**config.mk**
```make
export PLATFORM = sky130hd
export DESIGN_NAME = serial_adc_reader
export DESIGN_NICKNAME = d
export VERILOG_FILES = /design/src/rtl/adc_rd_pkg.sv /design/src/rtl/adc_sclk_gen.sv /design/src/rtl/adc_bit_capture.sv /design/src/rtl/adc_wait_timer.sv /design/src/rtl/serial_adc_reader.sv
export SDC_FILE = /design/constraint.sdc
export NUM_CORES = 1
export LEC_CHECK = 0
export CAP_MARGIN = 5
export CELL_PAD_IN_SITES_DETAIL_PLACEMENT = 1
export CELL_PAD_IN_SITES_GLOBAL_PLACEMENT = 2
export CORE_UTILIZATION = 30
export DETAILED_ROUTE_END_ITERATION = 16
export PLACE_DENSITY = 0.74
export SLEW_MARGIN = 25
export SYNTH_ARGS = -nofsm -noshare
export SYNTH_HDL_FRONTEND = slang
export SYNTH_SLANG_ARGS = --single-unit
```
**constraint.sdc**
```tcl
create_clock -name clk -period 2.15 [get_ports clk]
set_input_delay 0.43 -clock clk [delete_from_list [all_inputs] [get_ports clk]]
set_output_delay 0.43 -clock clk [all_outputs]
set_load 0.03 [all_outputs]
```
**src/rtl/adc_rd_pkg.sv**
```systemverilog
package adc_rd_pkg;

    typedef enum logic [2:0] {
        ST_IDLE      = 3'd0,
        ST_RC_LOW    = 3'd1,
        ST_WAIT_BUSY = 3'd2,
        ST_BURST     = 3'd3,
        ST_DONE      = 3'd4
    } rd_state_t;

    function automatic int max3(input int a, input int b, input int c);
        int m;
        m = (a > b) ? a : b;
        return (m > c) ? m : c;
    endfunction

endpackage

```
**src/rtl/adc_sclk_gen.sv**
```systemverilog
module adc_sclk_gen #(
    parameter int HALF = 5
) (
    input  logic clk,
    input  logic rst_n,
    input  logic run,
    output logic sclk,
    output logic fall_evt
);
    localparam int CW = (HALF > 1) ? $clog2(HALF) : 1;
    localparam logic [CW-1:0] WRAP = CW'(HALF - 1);

    logic [CW-1:0] cnt;

    always_ff @(posedge clk or negedge rst_n) begin
        if (!rst_n) begin
            cnt  <= '0;
            sclk <= 1'b0;
        end else if (!run) begin
            cnt  <= '0;
            sclk <= 1'b0;
        end else if (cnt == WRAP) begin
            cnt  <= '0;
            sclk <= ~sclk;
        end else begin
            cnt <= cnt + 1'b1;
        end
    end

    // high in the cycle whose closing edge drives sclk low
    assign fall_evt = run && sclk && (cnt == WRAP);

    AST_GEN_IDLE_LOW: assert property (@(posedge clk) disable iff (!rst_n)
        !run |=> !sclk);

endmodule

```
**src/rtl/adc_bit_capture.sv**
```systemverilog
module adc_bit_capture #(
    parameter int W = 16
) (
    input  logic         clk,
    input  logic         rst_n,
    input  logic         clear,
    input  logic         shift_en,
    input  logic         bit_in,
    output logic [W-1:0] word
);
    always_ff @(posedge clk or negedge rst_n) begin
        if (!rst_n)        word <= '0;
        else if (clear)    word <= '0;
        else if (shift_en) word <= {word[W-2:0], bit_in};
    end

    AST_CLEAR_EMPTIES: assert property (@(posedge clk) disable iff (!rst_n)
        clear |=> (word == '0));

endmodule

```
**src/rtl/adc_wait_timer.sv**
```systemverilog
module adc_wait_timer #(
    parameter int W = 8
) (
    input  logic         clk,
    input  logic         rst_n,
    input  logic         clear,
    output logic [W-1:0] count
);
    localparam logic [W-1:0] TOP = '1;

    always_ff @(posedge clk or negedge rst_n) begin
        if (!rst_n)              count <= '0;
        else if (clear)          count <= '0;
        else if (count != TOP)   count <= count + 1'b1;
    end

endmodule

```
**src/rtl/serial_adc_reader.sv**
```systemverilog
module serial_adc_reader
    import adc_rd_pkg::*;
#(
    parameter int DATA_W     = 16,
    parameter int SCLK_HALF  = 5,
    parameter int SETUP_CYC  = 2,
    parameter int RC_LOW_CYC = 11,
    parameter int BUSY_TMO   = 1000
) (
    input  logic              clk,
    input  logic              rst_n,
    input  logic              start,
    input  logic              busy_n,
    input  logic              sync_in,
    input  logic              sdata_in,
    output logic              rc_n,
    output logic              sclk,
    output logic              active,
    output logic [DATA_W-1:0] result,
    output logic              result_valid,
    output logic              sync_err,
    output logic              stale,
    output logic              timeout_err
);
    localparam int TMAX       = max3(RC_LOW_CYC, SETUP_CYC, BUSY_TMO);
    localparam int TW         = $clog2(TMAX + 1) + 1;
    localparam int LAST_PULSE = DATA_W + 2;
    localparam int PW         = $clog2(LAST_PULSE + 1);
    localparam logic [TW-1:0] RC_END  = TW'(RC_LOW_CYC - 1);
    localparam logic [TW-1:0] GAP_END = TW'(SETUP_CYC - 1);
    localparam logic [TW-1:0] TMO_END = TW'(BUSY_TMO - 1);
    localparam logic [PW-1:0] P_SYNC  = PW'(1);
    localparam logic [PW-1:0] P_MSB   = PW'(2);
    localparam logic [PW-1:0] P_LSB   = PW'(DATA_W + 1);
    localparam logic [PW-1:0] P_LAST  = PW'(LAST_PULSE);

    rd_state_t         state_q, state_d;
    logic [TW-1:0]     tcnt;
    logic [PW-1:0]     pcnt;
    logic              gen_run, fall_evt;
    logic              p0_done, sync_ok, tmo_q, have_prev;
    logic              shift_en, cap_clear, tmr_clear, tmo_hit;
    logic [DATA_W-1:0] word;

    // ---------------- state register ----------------
    always_ff @(posedge clk or negedge rst_n) begin
        if (!rst_n) state_q <= ST_IDLE;
        else        state_q <= state_d;
    end

    // ---------------- next state ----------------
    always_comb begin
        state_d = state_q;
        tmo_hit = 1'b0;
        unique case (state_q)
            ST_IDLE:      if (start) state_d = ST_RC_LOW;
            ST_RC_LOW:    if (p0_done && tcnt >= RC_END) state_d = ST_WAIT_BUSY;
            ST_WAIT_BUSY: begin
                if (!busy_n && tcnt >= GAP_END) begin
                    state_d = ST_BURST;
                end else if (busy_n && tcnt >= TMO_END) begin
                    state_d = ST_DONE;
                    tmo_hit = 1'b1;
                end
            end
            ST_BURST:     if (fall_evt && pcnt == P_LAST) state_d = ST_DONE;
            ST_DONE:      state_d = ST_IDLE;
            default:      state_d = ST_IDLE;
        endcase
    end

    // ---------------- pin controls ----------------
    assign rc_n      = (state_q != ST_RC_LOW);
    assign active    = (state_q != ST_IDLE);
    assign gen_run   = (state_q == ST_BURST) || (state_q == ST_RC_LOW && !p0_done);
    assign tmr_clear = (state_q != state_d) || (state_q == ST_IDLE);
    assign cap_clear = (state_q == ST_IDLE);
    assign shift_en  = (state_q == ST_BURST) && fall_evt && (pcnt >= P_MSB) && (pcnt <= P_LSB);

    // ---------------- cycle bookkeeping ----------------
    always_ff @(posedge clk or negedge rst_n) begin
        if (!rst_n) begin
            pcnt    <= P_SYNC;
            p0_done <= 1'b0;
            sync_ok <= 1'b0;
            tmo_q   <= 1'b0;
        end else begin
            if (state_q != ST_BURST)  pcnt <= P_SYNC;
            else if (fall_evt)        pcnt <= pcnt + 1'b1;

            if (state_q == ST_IDLE)                  p0_done <= 1'b0;
            else if (state_q == ST_RC_LOW && fall_evt) p0_done <= 1'b1;

            if (state_q == ST_IDLE)                                  sync_ok <= 1'b0;
            else if (state_q == ST_BURST && fall_evt && pcnt == P_SYNC) sync_ok <= sync_in;

            if (state_q == ST_IDLE) tmo_q <= 1'b0;
            else if (tmo_hit)       tmo_q <= 1'b1;
        end
    end

    // ---------------- outputs ----------------
    always_ff @(posedge clk or negedge rst_n) begin
        if (!rst_n) begin
            result       <= '0;
            result_valid <= 1'b0;
            sync_err     <= 1'b0;
            stale        <= 1'b0;
            timeout_err  <= 1'b0;
            have_prev    <= 1'b0;
        end else begin
            result_valid <= (state_q == ST_DONE);
            if (state_q == ST_DONE) begin
                result      <= tmo_q ? '0 : word;
                sync_err    <= !tmo_q && !sync_ok;
                stale       <= tmo_q || !have_prev;
                timeout_err <= tmo_q;
                have_prev   <= !tmo_q;
            end
        end
    end

    // ---------------- sub-blocks ----------------
    adc_sclk_gen #(.HALF(SCLK_HALF)) u_clkgen (
        .clk      (clk),
        .rst_n    (rst_n),
        .run      (gen_run),
        .sclk     (sclk),
        .fall_evt (fall_evt)
    );

    adc_bit_capture #(.W(DATA_W)) u_capture (
        .clk      (clk),
        .rst_n    (rst_n),
        .clear    (cap_clear),
        .shift_en (shift_en),
        .bit_in   (sdata_in),
        .word     (word)
    );

    adc_wait_timer #(.W(TW)) u_timer (
        .clk   (clk),
        .rst_n (rst_n),
        .clear (tmr_clear),
        .count (tcnt)
    );

    // ---------------- assertions ----------------
    AST_RC_AFTER_START: assert property (@(posedge clk) disable iff (!rst_n)
        $fell(rc_n) |-> $past(start));

    AST_NO_CLK_BEFORE_BUSY: assert property (@(posedge clk) disable iff (!rst_n)
        (state_q == ST_WAIT_BUSY) |-> !sclk);

    AST_START_IGNORED: assert property (@(posedge clk) disable iff (!rst_n)
        (active && rc_n && start) |=> rc_n);

    AST_VALID_SINGLE: assert property (@(posedge clk) disable iff (!rst_n)
        result_valid |=> !result_valid);

    AST_TMO_NO_DATA: assert property (@(posedge clk) disable iff (!rst_n)
        (result_valid && timeout_err) |-> (result == '0 && !sync_err));

    AST_SCLK_IDLE_LOW: assert property (@(posedge clk) disable iff (!rst_n)
        !active |-> !sclk);

endmodule

```
# --- Word-level counts from Yosys, hierarchy flattened ---
# Cells that the tools add are included.
word_totals:
  ff_bits: 63
  elab_cells: 91
  input_bits: 6
op_classes:
  add_sub_neg: 3
  n_eq_ne: 12
  reduce_logical: 29
  n_lt_le_gt_ge: 5
  mux: 26
  bitwise: 1
ops:
  columns: ["op", "count"]
  rows:
  - ["$mux W16", 3]
  - ["$mux W11", 2]
  - ["$mux W3", 7]
  - ["$logic_and A1 B1 Y1", 13]
  - ["$pmux W3 S4", 1]
  - ["$reduce_bool A2 Y1", 6]
  - ["$add A11 B1 Y11 const B", 1]
  - ["$ge A11 B1 Y1 const B", 1]
  - ["$ge A11 B10 Y1 const B", 1]
  - ["$ge A11 B4 Y1 const B", 1]
  - ["$mux W1", 11]
  - ["$ne A11 B11 Y1 const B", 1]
  - ["$mux W5", 2]
  - ["$eq A3 B2 Y1 const B", 2]
  - ["$eq A3 B3 Y1 const B", 2]
  - ["$add A5 B1 Y5 const B", 1]
  - ["$eq A5 B1 Y1 const B", 1]
  - ["$eq A5 B5 Y1 const B", 1]
  - ["$ge A5 B2 Y1 const B", 1]
  - ["$le A5 B5 Y1 const B", 1]
  - ["$logic_not A1 Y1", 5]
  - ["$add A3 B1 Y3 const B", 1]
  - ["$eq A3 B1 Y1 const B", 1]
  - ["$logic_not A3 Y1", 1]
  - ["7 further kinds", 9]

# --- Longest topological paths before layout ---
# Gate-level depths: netlist of the first run.
logic_depth:
  ltp_word: 11
  ltp_mapped: 10
  ltp_nobuf: 7

# --- Modules after synthesis ---
# From an unflattened synthesis of the first run, not the netlist that was laid out.
hier_totals:
  cells_unflattened: 291
  area_unflattened_um2: 3005.4
modules_own_cells:
  columns: ["mod", "area_per_inst_um2", "cells_per_inst", "instances", "seq_area_each_um2"]
  rows:
  - ["serial_adc_reader", 1540.2, 161, 1, 802.0]
  - ["adc_bit_capture", 660.6, 52, 1, 400.4]
  - ["adc_wait_timer", 599.3, 60, 1, 275.3]
  - ["adc_sclk_gen", 205.2, 18, 1, 100.1]

# --- Worst setup path before layout of the first run ---
# No wires, ideal clock.
synth_path:
  path_type: "register to register"
  start: "reg u_clkgen.cnt[0]"
  end: "reg u_capture.word[10]"
  path_stages_with_launch: 11
  setup_slack_ns: 0.331
  t_required_ns: 2.018
  arrival_ns: 1.687
  synth_period_minus_slack_ns: 1.819
  cell_sequence: "dfrtp_1 -> inv_1 -> ha_1 -> and3_1 -> buf_2 -> nand2b_4 -> a221o_1 -> buf_6 -> buf_6 -> mux2i_1 -> nor2_1"
synth_between:
  elab_chain_len: 6
synth_lines:
  columns: ["element", "line_no", "rtl"]
  rows:
  - ["start: declaration", "adc_sclk_gen.sv:13", "logic [CW-1:0] cnt;"]
  - ["start signal: assignment", "adc_sclk_gen.sv:26", "cnt <= cnt + 1'b1;"]
  - ["$eq A3 B3 Y1", "adc_sclk_gen.sv:31", "assign fall_evt = run && sclk && (cnt == WRAP);"]
  - ["$logic_and A1 B1 Y1", "adc_sclk_gen.sv:31", null]
  - ["$logic_and A1 B1 Y1 (3 in a row)", "serial_adc_reader.sv:78", "assign shift_en = (state_q == ST_BURST) && fall_evt && (pcnt >= P_MSB) && (pcnt <= P_LSB);"]
  - ["$reduce_bool A2 Y1 (no line)", null, null]
  - ["end signal: assignment", "adc_bit_capture.sv:14", "else if (shift_en) word <= {word[W-2:0], bit_in};"]
  - ["end: declaration", "adc_bit_capture.sv:9", "output logic [W-1:0] word"]
# No other way between the ends.
# A chain may end at the register's enable or synchronous reset.

# --- Worst setup path in the final report of the first run ---
layout_path:
  start: "reg state_q[2]"
  end: "out rc_n"
layout_between:
  elab_chain_len: 1
layout_lines:
  columns: ["element", "line_no", "rtl"]
  rows:
  - ["start: declaration", "serial_adc_reader.sv:37", "rd_state_t state_q, state_d;"]
  - ["start signal: assignment", "serial_adc_reader.sv:48", "else state_q <= state_d;"]
  - ["$ne A3 B1 Y1", "serial_adc_reader.sv:73", "assign rc_n = (state_q != ST_RC_LOW);"]
  - ["end: declaration", "serial_adc_reader.sv:16", "output logic rc_n,"]
# No other way between the ends.

==> reports/qor.txt, run 1 <==
routability congestion estimate: 0.7464
total CTS buffers: 9
TritonCTS clock tree: done
final hold viol count: 0
Ys Warns: 0
gr ovfl total: 0
initial antenna violation count: 0
synthesized flop and latch total: 63
DR pass1 iterations: 4
DRT iter0 DRCs: 80
DRT antenna net count: 0
Synth cell types: 44
asr flop ratio synth: 100.0%
Post-synth EDFFs: 0
IO Port Bufs: 28
cts hold-fix bufs: 0
RSZ-0062 raised after global routing: false
gr usage total: 13.53%
pin count of the biggest net entering global routing: 45
WS Path Type: flip-flop to primary output
hpwl dp: 4.359 mm
Critical Path RT: 1.72 ns
Pleak: 1.610 nW
Post-Syn Area per Cell: 10.10 um2
HP Class: input pin to async pin
Final WS setup: 0.1753 ns
# IOs: 29
cell area after layout: 3755 um2
dpl cells: 458
Routed WL per cell: 13.26 um
Syn-to-layout area delta: 21.94%
Mapped Nets: 319
post-CTS setup buffer count: 0
Synth Flop Type: dfrtp_1
# setup viols final: 0
# diodes: 0
DIE HEIGHT: 103.3 um
row cnt: 36
status: complete, no violations
Slew headroom: 65.07%
root buffer cell: clkbuf_8
maximum clock path buffer count: 2
clock transition at the registers of the reported paths: 0.08 ns
Final Max Tran Viols: 0
total wire length: 6.283 mm
Worst Setup End Kind: primary output
Max Fanout on Critical Path: 10
post-synthesis cell area: 3079 um2
Post-Layout Cell Count: 474
Worst setup SP type: flip-flop
Die W: 103.3 um
Initial Util: 31.22%
Fin Hold WS: 0.02856 ns
worst clock skew: 0.01328 ns
Worst-Margin Slew: 0.5239 ns
Reg2Reg Setup Slack: 0.21 ns
fmax: 506.4 MHz
drt drc: 0
pre-CTS setup slack: 0.02708 ns
Synth top area share: 50.39%
die area: 10670 um2
power per cell area: 638.3 nW/um2
peak supply drop: 0.0002411 V
vias in the first global route: 2291
Cells after Synth: 305
number of nets in the layout: 350
H-tree depth: 3
fin crit share: 91.85%
clock sink count: 63
clk_lat worst skew: 0.35 ns
r2r startpoint: u_clkgen.cnt[0]
MaxCap Viol Count: 0
Core Box Area: 9864 um2
Synth area leader: dfrtp_1
post-place instance area: 3507 um2
Critical Path Source: state_q[2]
routed vias: 2199
setup_tns: 0 ns
sequential share of the synthesized area: 51.24%
critical path data arrival time: 1.54 ns
layout cells sized above 1: 12.02%
Min Clock Period, post-route: 1.975 ns
first-pass GRT wire length: 10.98 mm
Area contributors post-synth: dfrtp_1 (50%), mux2i_1 (6.2%), nor2_1 (5.2%)
Vias per Instance: 4.639
-- layout make-up --
type                       count  area, um2
clock buffer                  10      127.6
fill                        1112       6110
timing repair buffer          37      352.8
tap                          133      166.4
sequential                    63       1582
clock inverter                 6      93.84
inverter                       9      33.78
multi-input combinational    216       1399
-- routing by layer --
layer / GRT usage, % / up-vias / wire [um]
met2: 21.44 / 33 / 2860
met5: 0 / - / 0
li1: - / 1098 / -
met1: 17.69 / 1062 / 3168
met3: 4.435 / 6 / 203
met4: 3.900 / 0 / 50
-- layout by cell type, fill, tap and decap left out, types with 3 or more instances in the layout --
cell | synthesis | layout
a211oi_1 | 3 | 3
a21oi_1 | 6 | 6
and2_1 | 3 | 3
buf_4 | 0 | 8
clkbuf_8 | 0 | 9
clkdlybuf4s50_1 | 0 | 25
dfrtp_1 | 62 | 59
dfrtp_2 | 0 | 3
ha_1 | 8 | 8
inv_1 | 9 | 9
mux2i_1 | 19 | 19
nand2_1 | 34 | 34
nand2b_1 | 17 | 17
nand3_1 | 8 | 8
nand4_1 | 5 | 5
nor2_1 | 43 | 43
nor2b_1 | 3 | 3
nor3_1 | 7 | 6
o21ai_0 | 20 | 20
xor2_1 | 7 | 7
-- final timing paths --
path	end	cells past startpoint
min in group clk	sync_err	1
worst max-delay path	rc_n	3
worst min-delay path	result[12]	1
worst max register to register	u_capture.word[7]	9
max in group asynchronous	pcnt[0]	2
worst min register to register	sync_err	1
-- Yosys cell counts (all sizes together), types with 4 or more instances --
| master | n |
|---|---|
| buf | 8 |
| a211oi | 4 |
| nand2b | 18 |
| nand4 | 6 |
| mux2i | 19 |
| nand2 | 34 |
| ha | 8 |
| inv | 9 |
| clkbuf | 9 |
| nor3 | 8 |
| xor2 | 7 |
| dfrtp | 62 |
| o21ai | 20 |
| nor2 | 43 |
| nand3 | 8 |
| a21oi | 6 |
-- stage by stage --
stage,util (%),power [mW]
4_1_cts,37.79,2.434
5_1_grt,38.06,2.495
6_report,38.06,2.397
3_5_place_dp,35.55,1.260
2_1_floorplan,-,1.219
3_3_place_gp,35.55,1.260
-- registers in the layout, summed over array words and instances (netlist names), 3 cells and up --
name / count
state_q: 3
u_clkgen.cnt: 3
u_capture.word: 16
pcnt: 5
u_timer.count: 11
result: 16
-- cells by family after synthesis --
group	after synthesis	share of synthesized area, %
xor gates and xnor gates	9	2.560
buffers and inverters	26	4.307
muxes	19	6.176
and+or+nand+nor	134	22.47
DFF	63	51.24
adders and majority gates	8	3.251
AOI/OAI and AO/OA	46	9.996
-- timing repair --
| action | in CTS | in global routing |
|---|---|---|
| setup endpoints to repair | 2 | 13 |
| gates resized for setup | 3 | 5 |
| pin swaps | 0 | 1 |
-- worst max-delay path, cell delays in order (launching register included) --
cell,delay [ns]
dfrtp_2,0.49
nor2_1,0.17
nand2_1,0.15
dlygate4sd2_1,0.39
-- power breakdown --
group | switching [mW] | internal (mW)
Clock | 0.501 | 0.661
Combinational | 0.0293 | 0.0139
Sequential | 0.00327 | 1.19
Note: power is estimated with default switching activity, not from simulation.
==> run 2: changes to the inputs <==
--- a/config.mk
+++ b/config.mk
@@ -8,9 +8,9 @@
 export CAP_MARGIN = 5
 export CELL_PAD_IN_SITES_DETAIL_PLACEMENT = 1
 export CELL_PAD_IN_SITES_GLOBAL_PLACEMENT = 2
-export CORE_UTILIZATION = 30
+export CORE_UTILIZATION = 37
 export DETAILED_ROUTE_END_ITERATION = 16
-export PLACE_DENSITY = 0.74
+export PLACE_DENSITY = 0.86
 export SLEW_MARGIN = 25
 export SYNTH_ARGS = -nofsm -noshare
 export SYNTH_HDL_FRONTEND = slang
==> run 2 against run 1 <==
Power is 1.2% higher. Via count grew 2.1%. Clock-buffer cell count unchanged. Largest cell class unchanged. Register-to-register slack got worse by 0.05 ns. Highest routed layer unchanged. Sequential power is essentially flat. Largest power group unchanged. The run now ends with negative hold slack left. Maximum frequency fell by 3.1%.
==> reports/qor.txt, run 2 (same netlist as run 1, synthesis figures left out) <==
sw power: 0.5331 mW (was 0.5338 mW)
# setup viols final: 0 (unchanged)
cts hold-fix bufs: 0 (unchanged)
clock power share: 49.0% (was 48.5%)
TritonCTS clock tree: done (unchanged)
clk_lat worst skew: 0.35 ns (about the same)
switching share of power: 21.97% (was 22.27%)
most common cell after layout, fill and taps aside: dfrtp_1 (unchanged)
clock sink count: 63 (unchanged)
Filler cells: 881 (was 1112)
DR pass1 iterations: 4 (unchanged)
Slew headroom: 65.91% (was 65.07%)
Max Fanout on Critical Path: 10 (unchanged)
post-layout util: 47.32% (was 38.06%)
fmax: 490.8 MHz (was 506.4 MHz)
Pleak: 1.622 nW (was 1.610 nW)
Reg power frac: 49.1% (was 49.7%)
Top Registers: result x16, u_capture.word x16, u_timer.count x11 (unchanged)
Fin Hold WS: -0.0009213 ns (was 0.02856 ns)
Critical Path RT: 1.72 ns (about the same)
status: finished with violations (was complete, no violations)
drt drc: 0 (unchanged)
# diodes: 0 (unchanged)
DRT antenna net count: 0 (unchanged)
multi-input logic area: 1394 um2 (was 1399 um2)
DRT iter0 DRCs: 28 (was 80)
gr ovfl total: 0 (unchanged)
Worst-Margin Slew: 0.5100 ns (was 0.5239 ns)
IO Port Bufs: 28 (unchanged)
Worst Setup End Kind: primary output (unchanged)
combinational power share: 1.9% (was 1.8%)
number of nets in the layout: 352 (was 350)
total CTS buffers: 9 (unchanged)
DIE HEIGHT: 93.23 um (was 103.3 um)
power per cell area: 650.1 nW/um2 (was 638.3 nW/um2)
HP Class: input pin to async pin (unchanged)
critical path data arrival time: 1.61 ns (was 1.54 ns)
first-pass GRT wire length: 11.52 mm (was 10.98 mm)
setup_tns: 0 ns (unchanged)
Routed WL per cell: 14.80 um (was 13.26 um)
Worst setup SP type: flip-flop (unchanged)
Core Box Area: 7888 um2 (was 9864 um2)
Initial Util: 39.04% (was 31.22%)
final hold viol count: 1 (was 0)
fin crit share: 94.76% (was 91.85%)
routability congestion estimate: 0.7492 (was 0.7464)
pin count of the biggest net entering global routing: 41 (was 45)
RSZ-0062 raised after global routing: false (unchanged)
violated checks: negative hold slack
Syn-to-layout area delta: 21.21% (was 21.94%)
routed vias: 2246 (was 2199)
WS Path Type: flip-flop to primary output (unchanged)
hpwl dp: 4.530 mm (was 4.359 mm)
Min Clock Period, post-route: 2.037 ns (was 1.975 ns)
register area: 1580 um2 (was 1582 um2)
total wire length: 6.588 mm (was 6.283 mm)
gr usage total: 17.37% (was 13.53%)
vias in the first global route: 2330 (was 2291)
MaxCap Viol Count: 0 (unchanged)
maximum clock path buffer count: 2 (unchanged)
clock transition at the registers of the reported paths: 0.08 ns (about the same)
peak supply drop: 0.0003031 V (was 0.0002411 V)
row cnt: 32 (was 36)
Die W: 93.23 um (was 103.3 um)
Final Max Tran Viols: 0 (unchanged)
root buffer cell: clkbuf_8 (unchanged)
initial antenna violation count: 0 (unchanged)
Vias per Instance: 5.047 (was 4.639)
Reg2Reg Depth: 7 (was 9)
layout cells sized above 1: 12.54% (was 12.02%)
most frequent cells in the layout: dfrtp_1 (60), nor2_1 (43), nand2_1 (34), clkdlybuf4s50_1 (25), o21ai_0 (20) (was dfrtp_1 (59), nor2_1 (43), nand2_1 (34), clkdlybuf4s50_1 (25), o21ai_0 (20))
worst clock skew: 0.01224 ns (was 0.01328 ns)
# IOs: 29 (unchanged)
H-tree depth: 3 (unchanged)
Int Pwr: 1.893 mW (was 1.863 mW)
die area: 8691 um2 (was 10670 um2)
==> run 2: power groups by stage <==
stage / clock [mW] / combinational [mW] / sequential, mW
2_1_floorplan: 0 / 0.00529 / 1.21
3_3_place_gp: 0 / 0.0460 / 1.21
3_5_place_dp: 0 / 0.0474 / 1.21
4_1_cts: 1.21 / 0.0477 / 1.19
5_1_grt: 1.27 / 0.0532 / 1.19
6_report: 1.19 / 0.0453 / 1.19
==> run 2: final timing paths <==
path                                  start          endpoint  slack (ns)
max in group asynchronous             rst_n        result[10]        1.59
min in group clk                 result[15]        result[15]        0.48
hold / removal                        rst_n        result[14]     -0.0009
setup / recovery                 state_q[0]            active        0.11
hold reg to reg                  result[15]        result[15]        0.48
setup reg to reg           u_timer.count[1]  u_timer.count[4]        0.16
==> run 2: area by class of cell <==
class | count | area share (%)
sequential | 63 | 42.34
clock buffer | 10 | 3.688
timing repair buffer | 39 | 9.822
multi-input combinational | 216 | 37.35
tap | 102 | 3.419
clock inverter | 6 | 2.481
inverter | 9 | 0.9051
==> run 2: per-layer routing <==
metal / vias to the layer above / track usage [%] / part of all wire, %
met5: - / 0 / 0
met4: 0 / 8.205 / 2.2
met3: 13 / 3.984 / 2.8
met2: 36 / 28.00 / 48
met1: 1094 / 22.05 / 47
li1: 1103 / - / -
==> run 2: repair_timing <==
item / in CTS / in global routing
pin swaps: 0 / 1
resized for setup: 1 / 4
setup buffers: 0 / 0
setup endpoints to repair: 1 / 10
==> run 2: metrics by stage <==
step	total power, mW	area [um2]	setup WS, ns	instances	hold slack (ns)
2_1_floorplan	1.219	3079	0.3309	305	0.1344
3_3_place_gp	1.260	3481	0.06394	429	0.3777
5_1_grt	2.515	3732	0.01080	445	0.01209
4_1_cts	2.451	3710	0.005754	445	0.004958
6_report	2.426	3732	0.1126	445	-0.0009213
3_5_place_dp	1.262	3481	0.01698	429	0.3885
==> run 2: worst max-delay path, cell delays in order (launching register included) <==
cell and delay (ns):
dfrtp_1 0.48, buf_4 0.22, nor3_2 0.24, inv_1 0.14, buf_4 0.19
